<file path="config.mk">
export PLATFORM = sky130hd
export DESIGN_NAME = irq_flag_unit
export DESIGN_NICKNAME = d
export VERILOG_FILES = /design/src/rtl/irq_unit_pkg.sv /design/src/rtl/irq_flag_cell.sv /design/src/rtl/irq_prio_sel.sv /design/src/rtl/irq_read_mux.sv /design/src/rtl/irq_flag_unit.sv
export SDC_FILE = /design/constraint.sdc
export NUM_CORES = 1
export LEC_CHECK = 0
export CORE_AREA = 5 5 42 44
export DETAILED_ROUTE_END_ITERATION = 8
export DIE_AREA = 0 0 47 49
export PLACE_DENSITY = 0.82
export RECOVER_POWER = 100
export SLEW_MARGIN = 15
export SYNTH_ARGS = -nofsm -noshare
export SYNTH_HDL_FRONTEND = slang
export SYNTH_SLANG_ARGS = --single-unit
</file>
<file path="constraint.sdc">
create_clock -name clk -period 1.7 [get_ports clk]
set_input_delay 0.255 -clock clk [delete_from_list [all_inputs] [get_ports clk]]
set_output_delay 0.255 -clock clk [all_outputs]
set_load 0.005 [all_outputs]
</file>
<file path="src/rtl/irq_unit_pkg.sv">
package irq_unit_pkg;
   localparam int unsigned SRC_EXT = 0;
   localparam int unsigned SRC_TMR = 1;
   localparam int unsigned NUM_SRC = 2;

   typedef struct packed {
      logic set;
      logic w1c;
      logic ack;
      logic hold;
   } flag_ctl_t;

   function automatic bit addr_hit(input logic [15:0] a, input logic [15:0] b);
      return a == b;
   endfunction
endpackage

</file>
<file path="src/rtl/irq_flag_cell.sv">
module irq_flag_cell (
   input  logic                    clk,
   input  logic                    rst_n,
   input  irq_unit_pkg::flag_ctl_t ctl_i,
   output logic                    q_o
);
   logic q_d;

   always_comb begin
      if (ctl_i.hold)                   q_d = 1'b0;
      else if (ctl_i.set)               q_d = 1'b1;
      else if (ctl_i.w1c || ctl_i.ack)  q_d = 1'b0;
      else                              q_d = q_o;
   end

   always_ff @(posedge clk or negedge rst_n) begin
      if (!rst_n) q_o <= 1'b0;
      else        q_o <= q_d;
   end


   set_wins_chk: assert property (@(posedge clk) disable iff (!rst_n)
      ctl_i.set && !ctl_i.hold |=> q_o);

   clear_takes_chk: assert property (@(posedge clk) disable iff (!rst_n)
      (ctl_i.w1c || ctl_i.ack) && !ctl_i.set |=> !q_o);

   hold_zero_chk: assert property (@(posedge clk) disable iff (!rst_n)
      ctl_i.hold |=> !q_o);

   idle_keep_chk: assert property (@(posedge clk) disable iff (!rst_n)
      !ctl_i.set && !ctl_i.w1c && !ctl_i.ack && !ctl_i.hold |=> $stable(q_o));
endmodule

</file>
<file path="src/rtl/irq_prio_sel.sv">
module irq_prio_sel #(
   parameter int unsigned VEC_W  = 4,
   parameter int unsigned HI_VEC = 1,
   parameter int unsigned LO_VEC = 2
) (
   input  logic             clk,
   input  logic             rst_n,
   input  logic             req_hi_i,
   input  logic             req_lo_i,
   output logic             irq_o,
   output logic [VEC_W-1:0] vec_o
);
   localparam logic [VEC_W-1:0] HI_CODE = VEC_W'(HI_VEC);
   localparam logic [VEC_W-1:0] LO_CODE = VEC_W'(LO_VEC);

   always_comb begin
      irq_o = req_hi_i | req_lo_i;
      if (req_hi_i)      vec_o = HI_CODE;
      else if (req_lo_i) vec_o = LO_CODE;
      else               vec_o = '0;
   end


   hi_first_chk: assert property (@(posedge clk) disable iff (!rst_n)
      req_hi_i && req_lo_i |-> vec_o == HI_CODE);

   idle_vec_chk: assert property (@(posedge clk) disable iff (!rst_n)
      !irq_o |-> vec_o == '0);
endmodule

</file>
<file path="src/rtl/irq_read_mux.sv">
module irq_read_mux #(
   parameter int unsigned ADDR_W  = 6,
   parameter int unsigned DATA_W  = 8,
   parameter int unsigned NUM_REG = 3,
   parameter logic [NUM_REG*ADDR_W-1:0] ADDRS = '0,
   parameter logic [NUM_REG*DATA_W-1:0] MASKS = '0
) (
   input  logic                       clk,
   input  logic                       rst_n,
   input  logic                       re_i,
   input  logic [ADDR_W-1:0]          addr_i,
   input  logic [NUM_REG*DATA_W-1:0]  regs_i,
   output logic [DATA_W-1:0]          rdata_o
);
   logic [NUM_REG-1:0]             hit;
   logic [NUM_REG*DATA_W-1:0]      gated;

   for (genvar g = 0; g < NUM_REG; g++) begin : g_reg
      assign hit[g] = re_i && (addr_i == ADDRS[g*ADDR_W +: ADDR_W]);
      assign gated[g*DATA_W +: DATA_W] = hit[g]
         ? (regs_i[g*DATA_W +: DATA_W] & MASKS[g*DATA_W +: DATA_W]) : '0;
   end

   always_comb begin
      rdata_o = '0;
      for (int i = 0; i < NUM_REG; i++) rdata_o |= gated[i*DATA_W +: DATA_W];
   end


   one_hit_chk: assert property (@(posedge clk) disable iff (!rst_n)
      $onehot0(hit));

   unmapped_zero_chk: assert property (@(posedge clk) disable iff (!rst_n)
      hit == '0 |-> rdata_o == '0);
endmodule

</file>
<file path="src/rtl/irq_flag_unit.sv">
module irq_flag_unit #(
   parameter int unsigned ADDR_W   = 6,
   parameter int unsigned DATA_W   = 8,
   parameter int unsigned VEC_W    = 4,
   parameter int unsigned EXT_ADDR = 'h3A,
   parameter int unsigned MSK_ADDR = 'h39,
   parameter int unsigned TIF_ADDR = 'h38,
   parameter int unsigned EXT_BIT  = 6,
   parameter int unsigned TOV_BIT  = 1,
   parameter int unsigned TOIE_BIT = 1,
   parameter int unsigned EXT_VEC  = 1,
   parameter int unsigned TMR_VEC  = 2
) (
   input  logic              clk,
   input  logic              rst_n,
   input  logic [ADDR_W-1:0] io_addr,
   input  logic [DATA_W-1:0] io_wdata,
   input  logic              io_we,
   input  logic              io_re,
   output logic [DATA_W-1:0] io_rdata,
   input  logic              ext_edge_pulse,
   input  logic              ext_level_mode,
   input  logic              ext_level_active,
   input  logic              tmr_ovf_pulse,
   input  logic              glb_ie,
   input  logic              ext_ie,
   input  logic              vec_ack,
   output logic              irq_req,
   output logic [VEC_W-1:0]  irq_vec
);
   import irq_unit_pkg::*;

   localparam logic [ADDR_W-1:0] A_EXT = ADDR_W'(EXT_ADDR);
   localparam logic [ADDR_W-1:0] A_MSK = ADDR_W'(MSK_ADDR);
   localparam logic [ADDR_W-1:0] A_TIF = ADDR_W'(TIF_ADDR);
   localparam logic [DATA_W-1:0] M_EXT = DATA_W'(1) << EXT_BIT;
   localparam logic [DATA_W-1:0] M_MSK = DATA_W'(1) << TOIE_BIT;
   localparam logic [DATA_W-1:0] M_TIF = DATA_W'(1) << TOV_BIT;
   localparam logic [VEC_W-1:0]  V_EXT = VEC_W'(EXT_VEC);
   localparam logic [VEC_W-1:0]  V_TMR = VEC_W'(TMR_VEC);

   if (EXT_BIT >= DATA_W || TOV_BIT >= DATA_W || TOIE_BIT >= DATA_W) begin : g_bad_bit
      $error("irq_flag_unit: bit position outside data width");
   end
   if (EXT_ADDR >= 2**ADDR_W || MSK_ADDR >= 2**ADDR_W || TIF_ADDR >= 2**ADDR_W) begin : g_bad_addr
      $error("irq_flag_unit: address outside address width");
   end
   if (EXT_ADDR == MSK_ADDR || EXT_ADDR == TIF_ADDR || MSK_ADDR == TIF_ADDR) begin : g_dup_addr
      $error("irq_flag_unit: register addresses collide");
   end
   if (EXT_VEC == 0 || TMR_VEC == 0 || EXT_VEC == TMR_VEC ||
       EXT_VEC >= 2**VEC_W || TMR_VEC >= 2**VEC_W) begin : g_bad_vec
      $error("irq_flag_unit: vector numbers invalid");
   end

   logic                wr_ext, wr_msk, wr_tif;
   logic [DATA_W-1:0]   msk_q;
   logic [NUM_SRC-1:0]  flag_q;
   flag_ctl_t           ctl [NUM_SRC];
   logic                req_ext, req_tmr;
   logic                take;

   assign wr_ext = io_we && (io_addr == A_EXT);
   assign wr_msk = io_we && (io_addr == A_MSK);
   assign wr_tif = io_we && (io_addr == A_TIF);
   assign take   = vec_ack && irq_req;

   always_ff @(posedge clk or negedge rst_n) begin
      if (!rst_n)      msk_q <= '0;
      else if (wr_msk) msk_q <= io_wdata & M_MSK;
   end

   always_comb begin
      ctl[SRC_EXT].set  = ext_edge_pulse;
      ctl[SRC_EXT].w1c  = wr_ext && io_wdata[EXT_BIT];
      ctl[SRC_EXT].ack  = take && (irq_vec == V_EXT);
      ctl[SRC_EXT].hold = ext_level_mode;
      ctl[SRC_TMR].set  = tmr_ovf_pulse;
      ctl[SRC_TMR].w1c  = wr_tif && io_wdata[TOV_BIT];
      ctl[SRC_TMR].ack  = take && (irq_vec == V_TMR);
      ctl[SRC_TMR].hold = 1'b0;
   end

   for (genvar s = 0; s < NUM_SRC; s++) begin : g_flag
      irq_flag_cell u_cell (
         .clk   (clk),
         .rst_n (rst_n),
         .ctl_i (ctl[s]),
         .q_o   (flag_q[s])
      );
   end

   assign req_ext = glb_ie && ext_ie &&
                    (ext_level_mode ? ext_level_active : flag_q[SRC_EXT]);
   assign req_tmr = glb_ie && msk_q[TOIE_BIT] && flag_q[SRC_TMR];

   irq_prio_sel #(
      .VEC_W  (VEC_W),
      .HI_VEC (EXT_VEC),
      .LO_VEC (TMR_VEC)
   ) u_prio (
      .clk      (clk),
      .rst_n    (rst_n),
      .req_hi_i (req_ext),
      .req_lo_i (req_tmr),
      .irq_o    (irq_req),
      .vec_o    (irq_vec)
   );

   irq_read_mux #(
      .ADDR_W  (ADDR_W),
      .DATA_W  (DATA_W),
      .NUM_REG (3),
      .ADDRS   ({A_TIF, A_MSK, A_EXT}),
      .MASKS   ({M_TIF, M_MSK, M_EXT})
   ) u_rd (
      .clk     (clk),
      .rst_n   (rst_n),
      .re_i    (io_re),
      .addr_i  (io_addr),
      .regs_i  ({(flag_q[SRC_TMR] ? M_TIF : '0), msk_q,
                 (flag_q[SRC_EXT] ? M_EXT : '0)}),
      .rdata_o (io_rdata)
   );


   glb_gate_chk: assert property (@(posedge clk) disable iff (!rst_n)
      !glb_ie |-> !irq_req);

   msk_load_chk: assert property (@(posedge clk) disable iff (!rst_n)
      wr_msk |=> msk_q[TOIE_BIT] == $past(io_wdata[TOIE_BIT]));

   level_req_chk: assert property (@(posedge clk) disable iff (!rst_n)
      ext_level_mode && ext_level_active && ext_ie && glb_ie |-> irq_req && irq_vec == V_EXT);

   level_flag_chk: assert property (@(posedge clk) disable iff (!rst_n)
      ext_level_mode && $past(ext_level_mode) |-> !flag_q[SRC_EXT]);
endmodule

</file>
==> flow_metrics.env, run 1 <==
export IMPL_clk_pin_slew_ps=40
export IMPL_rows=14
export IMPL_finalHoldViolCount=0
export IMPL_worstSetupPathType="in -> out"
export IMPL_port_buffers=23
export IMPL_avgRoutedWirePerCell_microns=11.6
export IMPL_yosys_area_top_type_share=0.218
export IMPL_multiInputGateArea_sq_um=239
export IMPL_p_leak_nw=0.294
export IMPL_dieHeight_microns=49
export IMPL_cts_made_buffers=3
export IMPL_fin_skew_ps=1.20
export IMPL_antenna_cells=0
export IMPL_h_tree_depth=1
export IMPL_async_flop_share=1.00
export IMPL_stdcell_count=85
export IMPL_syn_to_final_growth_pct=83.3
export IMPL_synth_area_leaders="dfrtp_1 22%, buf_4 20%, nor4b_1 7.6%, nand4b_4 6.9%, mux2_4 4.4%"
export IMPL_rsz0062_at_grt="false"
export IMPL_seq_area_frac_synth=0.218
export IMPL_fillCellCount=144
export IMPL_drt_iter0_drc=4
export IMPL_synth_common_cells="9 x buf_4, 3 x dfrtp_1, 3 x nand2_1, 3 x nor4b_1"
export IMPL_fin_hold_ws_ps=278
export IMPL_crit_required_ps=1440
export IMPL_antenna_found_initial=0
export IMPL_r2r_start="g_flag[1].u_cell.q_o$_DFFE_PN0P_"
export IMPL_regArea_sq_um=75.1
export IMPL_grt_max_degree=5
export IMPL_clk_path_buf_depth=2
export IMPL_io_pins=38
export IMPL_netlist_top_cell_by_area="dfrtp_1"
export IMPL_syn_cell_area_sq_um=344
export IMPL_drc=0
export IMPL_groute_usage_overall=0.0932
export IMPL_total_power_mw=0.316
export IMPL_clk_latency_ps=230
export IMPL_critPathMaxFanout=3
export IMPL_placed_cells=81
export IMPL_fmax_ghz=0.604
export IMPL_syn_area_per_cell_sq_um=9.30
export IMPL_vias_per_cell=4.42
export IMPL_synth_most_common_cell="buf_4"
export IMPL_start_util=0.246
export IMPL_reg2reg_to="g_flag[1].u_cell.q_o$_DFFE_PN0P_"
export IMPL_die_area_sq_um=2300
export IMPL_root_buffer="clkbuf_4"
export IMPL_grt_overflow_total=0
export IMPL_nNetsFinal=95
export IMPL_drive_gt1_frac=0.261
export IMPL_ys_warn_count=0
export IMPL_grt_pass1_wl_mm=1.56
export IMPL_synth_ff_type="dfrtp_1"
export IMPL_timing_reg2reg_setup_slack_ps=470
export IMPL_via_count=376
export IMPL_slew_violations=0
export IMPL_setup_viol=0
export IMPL_worstPathArrival_ps=1400
export IMPL_hpwl_microns=834
export IMPL_setup_tns_ps=0
export IMPL_final_util=0.450
export IMPL_core_area_sq_um=1400
export IMPL_antenna_left=0
export IMPL_firstDrtPassIters=4
export IMPL_gp_congestion=0.832
export IMPL_syn_inst=37
export IMPL_drt_total_wl_microns=983
export IMPL_finalCritPeriodShare=0.973
export IMPL_hp_class="in -> async"
export IMPL_cts_num_sinks=3
export IMPL_die_w_microns=47
export IMPL_synth_seq_cells=3
export IMPL_critical_path_endpoint_type="output port"
export IMPL_ys_types=21
export IMPL_postCtsSetupBuffers=0
export IMPL_r2r_cells=4
export IMPL_ir_drop_mv=0.216
export IMPL_period_minus_slack_ps=1650
export IMPL_grt_pass1_vias=419
export IMPL_tritoncts="done"
export IMPL_startpoint_type="primary input"
export IMPL_status="completed"
export IMPL_power_density_nw_per_um2=500
export IMPL_synth_enable_flop_cells=0
export IMPL_drv_cap=0
==> logic make-up (layout without fill, tap and decap cells) <==
group,Yosys count,in the layout,synth area share
DFF,3,3,0.218
muxes,3,3,0.105
AOI/OAI and AO/OA,3,3,0.0691
and+or+nand+nor,17,17,0.389
buffers and inverters,10,35,0.207
other,1,8,0.0109
==> how the worst max path moves through the flow <==
stage | start | end | slack [ps] | cells past startpoint
6_report | ext_level_active | irq_vec[1] | 50 | 5
5_1_grt | ext_level_active | irq_vec[1] | 5 | 5
4_1_cts | io_addr[0] | io_rdata[1] | 2 | 4
3_5_place_dp | ext_level_mode | irq_vec[1] | -400 | 5
3_3_place_gp | ext_level_mode | irq_vec[1] | -400 | 5
2_1_floorplan | g_flag[0].u_cell.q_o$_DFFE_PN0P_ | irq_req | 500 | 3
==> metrics by stage <==
step | worst slack, ps | instance area (sq um)
finish | 45.6 | 631
detailed placement | -403 | 606
global placement | -396 | 606
global route | 5.31 | 631
CTS | 1.84 | 629
floorplan | 504 | 370
==> critical path, cell delays in order <==
cell	delay, ps
clkdlybuf4s50_1	400
mux2_4	260
and3_4	180
nor2_1	90
clkdlybuf4s15_1	210
==> power by group <==
group | switching [mW] | leakage [nW] | internal, mW
Clock | 0.0342 | 0.0150 | 0.0878
Sequential | 0.00406 | 0.0346 | 0.0783
Combinational | 0.0394 | 0.245 | 0.0718
==> layout make-up <==
cell class / count / area share
clock buffer: 4 / 0.0417
inverter: 1 / 0.00595
multi-input combinational: 31 / 0.379
sequential: 3 / 0.119
tap: 16 / 0.0317
timing repair buffer: 30 / 0.423
==> metal layers <==
layer | wire, microns | GRT usage | part of all wire
met1 | 299 | 0.0841 | 0.30
met2 | 546 | 0.158 | 0.56
met3 | 111 | 0.0221 | 0.11
met4 | 27 | 0.0829 | 0.027
met5 | 0 | 0 | 0
==> placed cells by master, fill, tap and decap left out <==
cell type | netlist | layout
a311oi_1 | 1 | 1
nor3_1 | 1 | 1
dfrtp_1 | 3 | 3
buf_4 | 9 | 7
conb_1 | 1 | 8
clkbuf_1 | 0 | 2
and3_4 | 1 | 1
clkdlybuf4s50_1 | 0 | 15
nor4b_1 | 3 | 2
dlygate4sd2_1 | 0 | 2
nor4b_4 | 0 | 1
nor2_1 | 2 | 2
nand4bb_1 | 1 | 1
o22ai_1 | 1 | 1
clkbuf_4 | 0 | 3
nand2_1 | 3 | 3
nand2b_1 | 1 | 1
nand4b_4 | 1 | 1
mux2i_1 | 1 | 1
clkdlybuf4s15_1 | 0 | 1
dlygate4sd3_1 | 0 | 1
nand2b_4 | 1 | 1
dlymetal6s2s_1 | 0 | 1
inv_1 | 1 | 1
mux2_2 | 1 | 1
o32ai_1 | 1 | 1
nand3_1 | 2 | 2
mux2_4 | 1 | 1
clkbuf_2 | 0 | 2
nand3b_1 | 1 | 1
==> registers in the layout, summed over array words and instances (netlist names) <==
name / flops
g_flag.u_cell.q_o: 2
msk_q: 1
==> timing repair <==
item | in CTS | in global routing
pin swaps | 0 | 0
endpoints found under the setup margin | 5 | 4
resized for setup | 10 | 8
hold buffers | 0 | 0
Power figures use the tool's default switching activity.
==> inputs of run 2 (changes only) <==
PLACE_DENSITY = 0.8   (was 0.82)
SKIP_CTS_REPAIR_TIMING = 1   (was unset)
==> run 2 against run 1 <==
Effect of this change:
- core utilization is 0.45 points higher
- clock-buffer cell count unchanged
- total power decreased by 1.8%
- non-clock buffer count shrank 2
- sequential cell count stayed put
- hold slack got worse by 2.4 ps
- maximum frequency grew 1.9%
- wire length down 2.5%
- via count down 5.1%
- largest power group unchanged
- highest routed layer is now met3
==> flow_metrics.env, run 2 (synthesis gave the netlist of run 1 again) <==
export IMPL_status="completed"
export IMPL_rsz0062_at_grt="false"
export IMPL_fin_skew_ps=2.13
export IMPL_h_tree_depth=1
export IMPL_clk_path_buf_depth=2
export IMPL_setup_viol=0
export IMPL_pre_cts_ws_ps=-399
export IMPL_fillCellCount=144
export IMPL_r2r_cells=3
export IMPL_drc=0
export IMPL_tritoncts="done"
export IMPL_firstDrtPassIters=4
export IMPL_port_buffers=23
export IMPL_worstSetupPathType="in -> out"
export IMPL_startpoint="io_addr[5]"
export IMPL_antenna_found_initial=0
export IMPL_root_buffer="clkbuf_4"
export IMPL_placedInstanceArea_sq_um=591
export IMPL_drive_gt1_frac=0.209
export IMPL_top_register="g_flag.u_cell.q_o"
export IMPL_groute_usage_overall=0.0937
export IMPL_critical_path_endpoint_type="output port"
export IMPL_stdcell_count=83
export IMPL_nNetsFinal=93
export IMPL_gp_congestion=0.763
export IMPL_die_w_microns=47
export IMPL_grt_overflow_total=0
export IMPL_power_density_nw_per_um2=486
export IMPL_total_power_mw=0.310
export IMPL_cts_made_buffers=3
export IMPL_hpwl_microns=844
export IMPL_drt_total_wl_microns=958
export IMPL_antenna_left=0
export IMPL_crit_required_ps=1440
export IMPL_dieHeight_microns=49
export IMPL_ir_drop_mv=0.237
export IMPL_worstPathArrival_ps=1370
export IMPL_cp_endpoint="io_rdata[6]"
export IMPL_drv_cap=0
export IMPL_drt_iter0_drc=2
export IMPL_slew_violations=0
export IMPL_io_pins=38
export IMPL_via_count=357
export IMPL_reg2reg_to="g_flag[1].u_cell.q_o$_DFFE_PN0P_"
export IMPL_grt_pass1_vias=397
export IMPL_rows=14
export IMPL_fin_hold_ws_ps=276
export IMPL_grt_pass1_wl_mm=1.55
export IMPL_syn_to_final_growth_pct=85.1
export IMPL_r2r_start="g_flag[0].u_cell.q_o$_DFFE_PN0P_"
export IMPL_start_util=0.246
export IMPL_period_minus_slack_ps=1620
export IMPL_timing_reg2reg_setup_slack_ps=540
export IMPL_fin_area_sq_um=637
export IMPL_cts_num_sinks=3
export IMPL_finalCritPeriodShare=0.955
export IMPL_avgRoutedWirePerCell_microns=11.5
export IMPL_clk_pin_slew_ps=40
export IMPL_placed_cells=79
export IMPL_critPathMaxFanout=3
export IMPL_die_area_sq_um=2300
export IMPL_finalHoldViolCount=0
export IMPL_grt_max_degree=5
export IMPL_setup_tns_ps=0
export IMPL_core_area_sq_um=1400
export IMPL_fmax_ghz=0.616
export IMPL_hp_class="in -> async"
export IMPL_mostFrequentLayoutCells="14 x clkdlybuf4s50_1, 8 x conb_1, 6 x dlymetal6s2s_1"
export IMPL_clk_latency_ps=230
export IMPL_antenna_cells=0
export IMPL_final_common_cell="clkdlybuf4s50_1"
export IMPL_worst_slack_ps=75.7
export IMPL_vias_per_cell=4.30
export IMPL_largest_register_ff_count=2
export IMPL_startpoint_type="primary input"
export IMPL_p_leak_nw=0.357
export IMPL_final_util=0.454
export IMPL_reg_largest_list="g_flag.u_cell.q_o x2, msk_q x1"
==> run 2: worst min-delay path by stage <==
stage	start	endpoint	cells after the start
floorplan	rst_n	g_flag[0].u_cell.q_o$_DFFE_PN0P_	0
global placement	rst_n	msk_q[1]$_DFFE_PN0P_	1
detailed placement	rst_n	msk_q[1]$_DFFE_PN0P_	1
CTS	rst_n	msk_q[1]$_DFFE_PN0P_	1
global route	rst_n	msk_q[1]$_DFFE_PN0P_	1
finish	rst_n	msk_q[1]$_DFFE_PN0P_	1
==> run 2: worst max-delay path, stage by stage <==
cell	delay, ps
dlygate4sd3_1	570
nand4b_4	130
nor4b_2	250
dlymetal6s2s_1	160
==> run 2: cell type report <==
cell class                      count  area [sq um]  area share
Clock buffer                        4          26.3      0.0413
Inverter                            1          3.75     0.00589
Sequential cell                     3          75.1       0.118
Multi-Input combinational cell     31           229       0.360
Tap cell                           16          20.0      0.0314
Timing Repair Buffer               28           283       0.444
==> run 2: layer usage <==
layer / track usage / vias up / wire, microns
met5: 0 / - / 0
met4: 0.0691 / 0 / 0
met3: 0.0295 / 0 / 120
met2: 0.167 / 14 / 564
met1: 0.0793 / 166 / 273
li1: - / 177 / -
==> run 2: power by group <==
group | internal, mW | leakage (nW) | switching (mW)
logic | 0.0687 | 0.308 | 0.0367
clock network | 0.0878 | 0.0150 | 0.0340
registers | 0.0783 | 0.0346 | 0.00434
